### src/rtl/dmd_pkg.sv
package dmd_pkg;

    typedef enum logic [2:0] {
        ST_IDLE  = 3'd0,
        ST_HOLD  = 3'd1,
        ST_NINE  = 3'd2,
        ST_EIGHT = 3'd3,
        ST_FAULT = 3'd4
    } dmd_state_e;

endpackage

### src/rtl/dmd_strobe_buf.sv
module dmd_strobe_buf #(
    parameter int A_W       = 3,
    parameter int M_W       = 11,
    parameter int PRESCALE  = 8,
    parameter int RATIO_MIN = 56
) (
    input  logic               clk,
    input  logic               rst,
    input  logic               strobe_i,
    input  logic [A_W+M_W-1:0] word_i,
    output logic [A_W-1:0]     a_o,
    output logic [M_W-1:0]     m_o,
    output logic               load_o,
    output logic               bad_o
);
    localparam int WORD_W = A_W + M_W;
    localparam int RW     = M_W + $clog2(PRESCALE) + 2;

    logic [WORD_W-1:0] word_q;
    logic              strobe_q;
    logic [RW-1:0]     ratio;

    always_ff @(posedge clk) begin
        if (rst) begin
            word_q   <= '0;
            strobe_q <= 1'b0;
        end else begin
            strobe_q <= strobe_i;
            if (strobe_i) begin
                word_q <= word_i;
            end
        end
    end

    assign a_o    = word_q[A_W-1:0];
    assign m_o    = word_q[WORD_W-1:A_W];
    assign load_o = strobe_q & ~strobe_i;

    always_comb begin
        ratio = RW'(PRESCALE) * RW'(m_o) + RW'(a_o);
        bad_o = (ratio < RW'(RATIO_MIN)) || (RW'(a_o) > RW'(m_o));
    end

    AST_FREEZE: assert property (@(posedge clk) disable iff (rst)
        !strobe_i |=> $stable(word_q));

endmodule

### src/rtl/dmd_prescaler.sv
module dmd_prescaler #(
    parameter int PRESCALE = 8
) (
    input  logic clk,
    input  logic rst,
    input  logic clear_i,
    input  logic run_i,
    input  logic nine_i,
    output logic wrap_o
);
    localparam int PC_W = $clog2(PRESCALE + 1);

    logic [PC_W-1:0] pc_q;
    logic [PC_W-1:0] limit;

    always_comb begin
        limit  = nine_i ? PC_W'(PRESCALE) : PC_W'(PRESCALE - 1);
        wrap_o = run_i && (pc_q == limit);
    end

    always_ff @(posedge clk) begin
        if (rst || clear_i) begin
            pc_q <= '0;
        end else if (run_i) begin
            pc_q <= wrap_o ? '0 : pc_q + PC_W'(1);
        end
    end

    AST_PC_BOUND: assert property (@(posedge clk) disable iff (rst)
        run_i && !nine_i |-> pc_q < PC_W'(PRESCALE));

endmodule

### src/rtl/dmd_swallow_fsm.sv
module dmd_swallow_fsm
    import dmd_pkg::*;
#(
    parameter int A_W = 3,
    parameter int M_W = 11
) (
    input  logic           clk,
    input  logic           rst,
    input  logic           strobe_i,
    input  logic           load_i,
    input  logic           bad_i,
    input  logic [A_W-1:0] a_i,
    input  logic [M_W-1:0] m_i,
    input  logic           wrap_i,
    output logic           run_o,
    output logic           nine_o,
    output logic           div_pulse_o,
    output logic           mod_sel_o,
    output logic           err_o
);
    dmd_state_e     state_q, state_d, first_phase;
    logic [A_W-1:0] a_left_q;
    logic [M_W-1:0] m_left_q;
    logic           terminal;

    always_comb begin
        first_phase = (a_i != '0) ? ST_NINE : ST_EIGHT;
        terminal    = wrap_i && (m_left_q == M_W'(1));
    end

    // next state
    always_comb begin
        state_d = state_q;
        unique case (state_q)
            ST_IDLE:  if (strobe_i) state_d = ST_HOLD;
            ST_HOLD:  if (load_i) state_d = bad_i ? ST_FAULT : first_phase;
            ST_NINE: begin
                if (terminal)
                    state_d = first_phase;
                else if (wrap_i && (a_left_q == A_W'(1)))
                    state_d = ST_EIGHT;
            end
            ST_EIGHT: if (terminal) state_d = first_phase;
            ST_FAULT: state_d = ST_FAULT;
            default:  state_d = ST_IDLE;
        endcase
        if (strobe_i) state_d = ST_HOLD;
    end

    // state register
    always_ff @(posedge clk) begin
        if (rst) state_q <= ST_IDLE;
        else     state_q <= state_d;
    end

    // swallow and main counters
    always_ff @(posedge clk) begin
        if (rst || strobe_i) begin
            a_left_q <= '0;
            m_left_q <= '0;
        end else if (load_i || terminal) begin
            a_left_q <= a_i;
            m_left_q <= m_i;
        end else if (wrap_i) begin
            m_left_q <= m_left_q - M_W'(1);
            if (state_q == ST_NINE) a_left_q <= a_left_q - A_W'(1);
        end
    end

    // outputs
    always_comb begin
        run_o       = (state_q == ST_NINE) || (state_q == ST_EIGHT);
        nine_o      = (state_q == ST_NINE);
        mod_sel_o   = nine_o;
        div_pulse_o = run_o && terminal;
        err_o       = (state_q == ST_FAULT);
    end

    AST_HOLD_QUIET: assert property (@(posedge clk) disable iff (rst)
        strobe_i |=> !div_pulse_o && !mod_sel_o);
    AST_PULSE_ONE_WIDE: assert property (@(posedge clk) disable iff (rst)
        div_pulse_o |=> !div_pulse_o);
    AST_FAULT_SILENT: assert property (@(posedge clk) disable iff (rst)
        err_o |-> !div_pulse_o && !mod_sel_o);
    AST_ERR_CLEAR: assert property (@(posedge clk) disable iff (rst)
        strobe_i |=> !err_o);
    AST_MOD_FALL_AT_WRAP: assert property (@(posedge clk) disable iff (rst)
        $fell(mod_sel_o) |-> $past(wrap_i) || $past(strobe_i));

endmodule

### src/rtl/dmd_divider.sv
module dmd_divider #(
    parameter int A_W       = 3,
    parameter int M_W       = 11,
    parameter int PRESCALE  = 8,
    parameter int RATIO_MIN = 56
) (
    input  logic               clk,
    input  logic               rst,
    input  logic               strobe,
    input  logic [A_W+M_W-1:0] prog_word,
    output logic               div_pulse,
    output logic               mod_sel,
    output logic               ratio_err
);
    logic [A_W-1:0] a_val;
    logic [M_W-1:0] m_val;
    logic           load, bad, wrap, run, nine;

    dmd_strobe_buf #(
        .A_W(A_W), .M_W(M_W), .PRESCALE(PRESCALE), .RATIO_MIN(RATIO_MIN)
    ) u_buf (
        .clk(clk), .rst(rst), .strobe_i(strobe), .word_i(prog_word),
        .a_o(a_val), .m_o(m_val), .load_o(load), .bad_o(bad)
    );

    dmd_prescaler #(.PRESCALE(PRESCALE)) u_pre (
        .clk(clk), .rst(rst), .clear_i(load | strobe),
        .run_i(run), .nine_i(nine), .wrap_o(wrap)
    );

    dmd_swallow_fsm #(.A_W(A_W), .M_W(M_W)) u_fsm (
        .clk(clk), .rst(rst), .strobe_i(strobe), .load_i(load), .bad_i(bad),
        .a_i(a_val), .m_i(m_val), .wrap_i(wrap),
        .run_o(run), .nine_o(nine), .div_pulse_o(div_pulse),
        .mod_sel_o(mod_sel), .err_o(ratio_err)
    );

endmodule

### config.mk
export PLATFORM = sky130hd
export DESIGN_NAME = dmd_divider
export DESIGN_NICKNAME = d
export VERILOG_FILES = /design/src/rtl/dmd_pkg.sv /design/src/rtl/dmd_strobe_buf.sv /design/src/rtl/dmd_prescaler.sv /design/src/rtl/dmd_swallow_fsm.sv /design/src/rtl/dmd_divider.sv
export SDC_FILE = /design/constraint.sdc
export NUM_CORES = 1
export LEC_CHECK = 0
export CORE_MARGIN = 10
export CORE_UTILIZATION = 42
export CTS_CLUSTER_SIZE = 30
export DETAILED_ROUTE_END_ITERATION = 8
export DONT_BUFFER_PORTS = 1
export PLACE_DENSITY = 0.56
export SYNTH_ARGS = -nofsm -noshare
export SYNTH_HDL_FRONTEND = slang
export SYNTH_HIERARCHICAL = 1
export SYNTH_SLANG_ARGS = --single-unit
### constraint.sdc
create_clock -name clk -period 2.2 [get_ports clk]
set_input_delay 0 -clock clk [delete_from_list [all_inputs] [get_ports clk]]
set_output_delay 0 -clock clk [all_outputs]
set_load 0.02 [all_outputs]
### Yosys cells after proc, flatten, opt, wreduce, memory -nomap -nowiden

Cells that the tools add are included.

| word-level totals | value |
|---|---|
| bits in registers | 36 |
| output and inout port bits | 3 |

| operators by class | value |
|---|---|
| $add $sub $neg | 4 |
| magnitude comparators | 2 |
| equality and inequality tests | 14 |
| multiplexer cells | 15 |
| bitwise logic cells | 4 |
| reductions and logical operators | 17 |

Operator list:

| kind | number |
|---|---|
| 3-bit 2-to-1 mux | 8 |
| 11-bit 2-to-1 mux | 2 |
| 16-bit by 6-bit < comparator with 1-bit output, second input constant | 1 |
| 14-bit by 3-bit adder with 15-bit output | 1 |
| 3-bit case mux with 5 select lines | 1 |
| 11-bit by 1-bit == test with 1-bit output, second input constant | 1 |
| 3-bit by 11-bit greater-than comparator with 1-bit output | 1 |
| 11-bit by 1-bit subtractor with 11-bit output, second input constant | 1 |
| 4-bit 2-to-1 mux | 2 |
| 4-bit AND reduction | 2 |
| 3-bit by 1-bit == test with 1-bit output, second input constant | 2 |
| 3-bit by 2-bit == test with 1-bit output, second input constant | 2 |
| 1-bit logical OR | 5 |
| 4-bit by 1-bit adder with 4-bit output, second input constant | 1 |
| 4-bit == test | 1 |
| 1-bit logical AND | 4 |
| 2-bit inequality test, second input constant | 2 |
| 4-bit by 2-bit inequality test with 1-bit output, second input constant | 1 |
| 2-bit nonzero test | 2 |
| 3-bit == test, second input constant | 1 |
| 3-bit zero test | 1 |
| 3-bit by 1-bit inequality test with 1-bit output, second input constant | 1 |
| 3-bit by 2-bit inequality test with 1-bit output, second input constant | 1 |
| 3-bit inequality test, second input constant | 1 |
| 9 further kinds | 11 |

### Depth between registers and ports, before layout

| depth | value |
|---|---|
| depth after elaboration | 9 |
| gate-level depth with buffers | 11 |

### Cells and area by module

Netlist, hierarchy kept.

By module, submodules not included:

| module | instances | cells each | area each (um^2) | sequential area each (um^2) |
|---|---|---|---|---|
| dmd_swallow_fsm | 1 | 128 | 1147.4 | 340.3 |
| dmd_strobe_buf | 1 | 63 | 653.1 | 300.3 |
| dmd_prescaler | 1 | 25 | 252.7 | 80.1 |
| dmd_divider | 1 | 1 | 6.3 | 0.0 |

### Least setup slack after synthesis

Ideal clock, no wire load.

| timing | value |
|---|---|
| path kind | flip-flop to flip-flop |
| start point | register u_fsm.state_q[1] |
| end point | register u_fsm.a_left_q[2] |
| library setup time | 81 ps |
| arrival | 2733 ps |
| required time | 2119 ps |
| setup slack | -614 ps |
| stages on the path, launching flop included | 12 |
| path buffers | 3 |
| cell sequence | dfxtp_1 -> clkbuf_1 -> nor3b_1 -> buf_4 -> nor4b_4 -> nand2_1 -> a21boi_1 -> buf_2 -> and4bb_2 -> nand2_1 -> xor2_1 -> a211oi_2 |

| between the ends | value |
|---|---|
| word-level cells in the longest chain between the ends | 8 |

Ends and longest elaborated chain:

| what | RTL line | source |
|---|---|---|
| from (decl) | dmd_swallow_fsm.sv:21 | `dmd_state_e state_q, state_d, first_phase;` |
| from (signal assigned) | dmd_swallow_fsm.sv:53 | `else state_q <= state_d;` |
| 3-bit by 2-bit == test with 1-bit output (*) | dmd_swallow_fsm.sv:73 | `nine_o = (state_q == ST_NINE);` |
| via mod_sel | dmd_divider.sv:12 | `output logic mod_sel,` |
| 4-bit 2-to-1 mux | dmd_prescaler.sv:17 | `limit = nine_i ? PC_W'(PRESCALE) : PC_W'(PRESCALE - 1);` |
| 4-bit == test | dmd_prescaler.sv:18 | `wrap_o = run_i && (pc_q == limit);` |
| 1-bit logical AND (*) | dmd_prescaler.sv:18 |  |
| via wrap | dmd_divider.sv:17 | `logic load, bad, wrap, run, nine;` |
| 1-bit logical AND | dmd_swallow_fsm.sv:28 | `terminal = wrap_i && (m_left_q == M_W'(1));` |
| 1-bit logical OR | dmd_swallow_fsm.sv:61 | `end else if (load_i \|\| terminal) begin` |
| 2-bit nonzero test (no line) | -- |  |
| 2-bit AND reduction (no line) | -- |  |
| to (signal assigned) | dmd_swallow_fsm.sv:62 | `a_left_q <= a_i;` |
| to (signal assigned) | dmd_swallow_fsm.sv:66 | `if (state_q == ST_NINE) a_left_q <= a_left_q - A_W'(1);` |
| to (decl) | dmd_swallow_fsm.sv:22 | `logic [A_W-1:0] a_left_q;` |

The timed path passes the listed nets; every way through them passes the cells marked *.
A chain may end at the register's enable or synchronous reset.

### Worst setup path in the final report

| timing | value |
|---|---|
| start point | register u_fsm.state_q[0] |
| end point | register u_fsm.m_left_q[9] |

| between the ends | value |
|---|---|
| word-level cells in the longest chain between the ends | 7 |

Ends and longest elaborated chain:

| what | RTL line | source |
|---|---|---|
| 3-bit by 2-bit == test with 1-bit output | dmd_swallow_fsm.sv:72, dmd_swallow_fsm.sv:73 |  |
| 4-bit 2-to-1 mux | dmd_prescaler.sv:17 |  |
| 4-bit == test | dmd_prescaler.sv:18 |  |
| 1-bit logical AND (*) | dmd_prescaler.sv:18 |  |
| via wrap | dmd_divider.sv:17 |  |
| 1-bit logical AND | dmd_swallow_fsm.sv:28 |  |
| 1-bit logical OR | dmd_swallow_fsm.sv:61 |  |
| 11-bit 2-to-1 mux / 2-bit nonzero test (equally long branches) | -- |  |
| to (signal assigned) | dmd_swallow_fsm.sv:63 | `m_left_q <= m_i;` |
| to (signal assigned) | dmd_swallow_fsm.sv:65 | `m_left_q <= m_left_q - M_W'(1);` |
| to (decl) | dmd_swallow_fsm.sv:23 | `logic [M_W-1:0] m_left_q;` |

Marked as above.

==> results.md <==
- The flow ran to the end, and the final reports show no timing, DRC or antenna violations.
- The count of different cell masters after synthesis is 53.
- The number of sinks driven by the clock tree is 36.
- Buffers inserted during clock tree synthesis total 5.
- The DRC violation count after routing is 0.
- The number of global-route vias before repair is 1741.
- For this run, global-route usage on met1 was measured as 14.24%.
- The first-pass detailed-route iteration total is 4.
- Buffers placed on the I/O ports in this run total 0.
- The most common library cell in the layout ignoring fill and taps is nor2_1.
- Summed over all nets, the half-perimeter wirelength after detailed placement is 3202 µm.
- The total routed wirelength is between 4000 and 5000 µm.
- The maximum number of pins on one net before global-route repair is 21.
- Timing would allow up to approximately 470 MHz.
- The floorplan step set the die height to 90.03 µm.
- At the pin with the least slew margin, the transition time is 642.1 ps.
- The global routing's busiest layer is met2.
- From left edge to right edge, the die measures 90.03 µm.
- The internal power is between 1 and 1.5 mW.
- The register clock-pin slew on the reported worst setup and hold paths is 60 ps.
- The final period demand of the worst path is 2137 ps.
- The number of pins exceeding their max-slew limit in the final report was 0.
- The type of the worst setup path is reg -> reg.
- In this run the deepest clock path goes through 2 buffers.
- In this run the power density over the cells is 533.6 nW/µm².
- The capturing element type of the critical path is a flop.
- The global-route track usage on met3 is roughly 3.3%.
- The mapped netlist covers 2059 µm².
- The initial antenna violation count is 0.
- TritonCTS built the clock tree.
- The root buffer cell is clkbuf_8.
- The initial detailed-routing violation count is 94.
- For the final routed database, the setup TNS stands at 0 ps.
- Across the run, the number of max-cap violations was 0.
- Summed over all instances, the cell type with the most area after synthesis is dfxtp_1.
- The initial core utilization is 43.60%.
- Global routing used approximately 12% of the available tracks across all layers.
- Per report_power, the combinational group accounts for 12.7% of the total.
- The gate count after technology mapping is 217.
- The total core area is 4723 µm².
- The count of flip-flops with a built-in enable after synthesis is 0.
- The total nets after synthesis is 242.
- Headroom to the max-slew limit came out at 57.05%.
- The die covers 8105 µm².
- The row count is 25.
- The worst setup path is launched from a flop.
- On the final layout, the worst clock skew is 7.368 ps.
- The class of the tightest hold or removal check is in -> reg.
- The analysis attributes to cell leakage a power of ~0.98 nW.
- Net switching is 24.28% of the power.
- For the worst setup path, the data required time is 2350 ps.
- CTS built an H-tree with a depth of 2.
- For this run, the leading register cell type out of synthesis is dfxtp_1.
- In this run the power spent charging and discharging nets is roughly 340 µW.
- The most prevalent standard cell on the critical path is nor3b_4.
- Leaving out fill and tap cells, the most frequent cells in the layout are nor2_1, dfxtp_1, dlygate4sd3_1, mux2i_1.
- Along the worst path, the maximum fanout reaches 8.
- The final global-route overflow total is 0.
- Cells fill 54.94% of the core in the end.
- 20 I/O pins were placed.
- The total via count after detailed routing is ~1700.
- In the final routed layout, each cell accounts on average for 15.32 µm.
- The detail route stage leaves a number of antenna-violating nets equal to 0.
- The average footprint of a synthesized cell is 9.491 µm².
- Data arrives at the worst endpoint at about 2300 ps.
- For this run, the number of Yosys warnings is 6.
- The via density per instance is 5.273.
- The number of endpoints failing setup at the final stage is 0.
- For this run, global-route usage on met2 was measured as 20.94%.
- The part of the Yosys area used for sequential elements is a little over a third.
- Compared with the post-synthesis result, the final layout area differs by 26.00%.
- The delay contributed by the slowest stage of the critical path is 340 ps.
- The clock reaches the later pin of the worst-skew pair after 290 ps.
- Walking the worst path, the cells encountered are nor3b_4, nor4b_4, nand2_2, a21boi_4, nor3b_4, nand4_1, a21oi_1, nor4_1.
- On the critical path, the stage with the largest delay is an instance of dfxtp_2.
- The share of synthesized flip-flops with an asynchronous set or reset is 0%.
- Of the post-synthesis cell area, the dominant cell type holds between 30% and 40%.
- Of the available clock period, the critical path in the final layout requires 97.13%.
- The share of post-route cells with drive strength above 1 is 21.03%.
- The first global-routing pass estimated 8376 µm of wire.
- Ranked by total cell area, the synthesized netlist is headed by dfxtp_1, mux2i_1, nor2_1.
- The worst-case IR drop observed on VDD is 0.3191 mV.
- The number of nets at the end of the flow is 277.
- Synthesis inferred 36 register bits.
- The sequential fraction of design power is 50.6%.
- At the end of routability-driven placement, the weighted congestion stood at 0.7785.
- The relative contribution of the clock network to total power is between 30% and 40%.
- The final hold violation count is 0.
- The repair_antennas step left the layout with diodes totalling 0.
[sequential cells by signal, indices dropped and copies added (netlist names)]
| name | count |
|---|---|
| u_buf/strobe_q | 1 |
| u_buf/word_q | 14 |
| u_fsm/a_left_q | 3 |
| u_fsm/m_left_q | 11 |
| u_fsm/state_q | 3 |
| u_pre/pc_q | 4 |
[worst max-delay path, delay by kind of cell, from the launching register on]
family          cells  cell delay [ps]
simple gates        6             1150
compound gates      2              530
flops               1              340
[Yosys cell counts (2+ instances only)]
cell type and number:
nor4_2 2, a21oi_1 5, nor2b_1 7, o21ai_0 2
nor4_1 3, nor3b_1 4, nand2_1 13, o21ai_1 4
a211oi_2 10, nor2_1 35, nor4b_4 2, o2111ai_1 2
mux2i_1 16, nand3_1 3, or2_1 2, ha_1 8
nand2b_1 3, inv_1 7, clkbuf_1 4, dfxtp_1 36
nor3_1 4, buf_6 3, xnor2_1 5, nand4_1 2
a31oi_1 2, buf_2 2, xor2_1 5
[area by class of cell]
type	count	area, µm²
Inverter	7	26.28
Sequential cell	36	724.4
Multi-Input combinational cell	163	1294
Tap cell	67	83.83
Fill cell	430	2128
Timing Repair Buffer	39	370.4
Clock buffer	7	96.34
[per-stage QoR]
stage | power, mW | setup slack (ps) | std cells | hold slack (ps) | area, µm²
2_1_floorplan | 0.8170 | -101.0 | 217 | 71.61 | 2111
4_1_cts | 1.391 | 37.54 | 318 | 2.520 | 2555
5_1_grt | 1.438 | -56.40 | 319 | 18.94 | 2595
3_3_place_gp | 0.8288 | 43.27 | 283 | 75.55 | 2176
3_5_place_dp | 0.8335 | -37.11 | 283 | 77.09 | 2176
6_report | 1.385 | 63.23 | 319 | 17.12 | 2595
[kinds of logic (layout without fill, tap and decap cells)]
group	count (synthesis)	after routing	synth area share [%]
xor+xnor	10	10	4.253
buf+inv	18	53	5.468
flops	36	36	34.99
mux	16	16	7.776
simple gates	92	92	26.49
compound gates	37	37	16.16
fa+ha+maj	8	8	4.860
[worst paths after layout]
kind	to	slack [ps]	cells after the start	startpoint
max	u_fsm/m_left_q[9]	60	8	u_fsm/state_q[0]
min	u_pre/pc_q[2]	20	2	rst
max reg2reg	u_fsm/m_left_q[9]	60	8	u_fsm/state_q[0]
min reg2reg	u_fsm/m_left_q[1]	490	2	u_buf/word_q[4]
[timing repair]
item                                    in CTS  in global routing
gates resized for setup                      1                 10
pin swaps                                    1                  4
setup buffers                                2                  1
hold endpoints to repair                    20                  0
endpoints found under the setup margin       9                 12
hold buffers                                26                  0
[power groups by stage]
| stage | registers [mW] | clock network (mW) | logic, mW |
|---|---|---|---|
| after floorplan | 0.708 | 0 | 0.109 |
| after global placement | 0.713 | 0 | 0.116 |
| after detailed placement | 0.714 | 0 | 0.120 |
| after CTS | 0.699 | 0.521 | 0.171 |
| after global routing | 0.703 | 0.539 | 0.196 |
| final | 0.700 | 0.508 | 0.176 |
[metal layers]
layer | vias to the layer above | wire length, µm
li1 | 843 | -
met4 | 0 | 69
met2 | 25 | 2484
met3 | 8 | 139
met1 | 806 | 2194
met5 | - | 0
No activity file was read; power rests on OpenSTA's default activity.
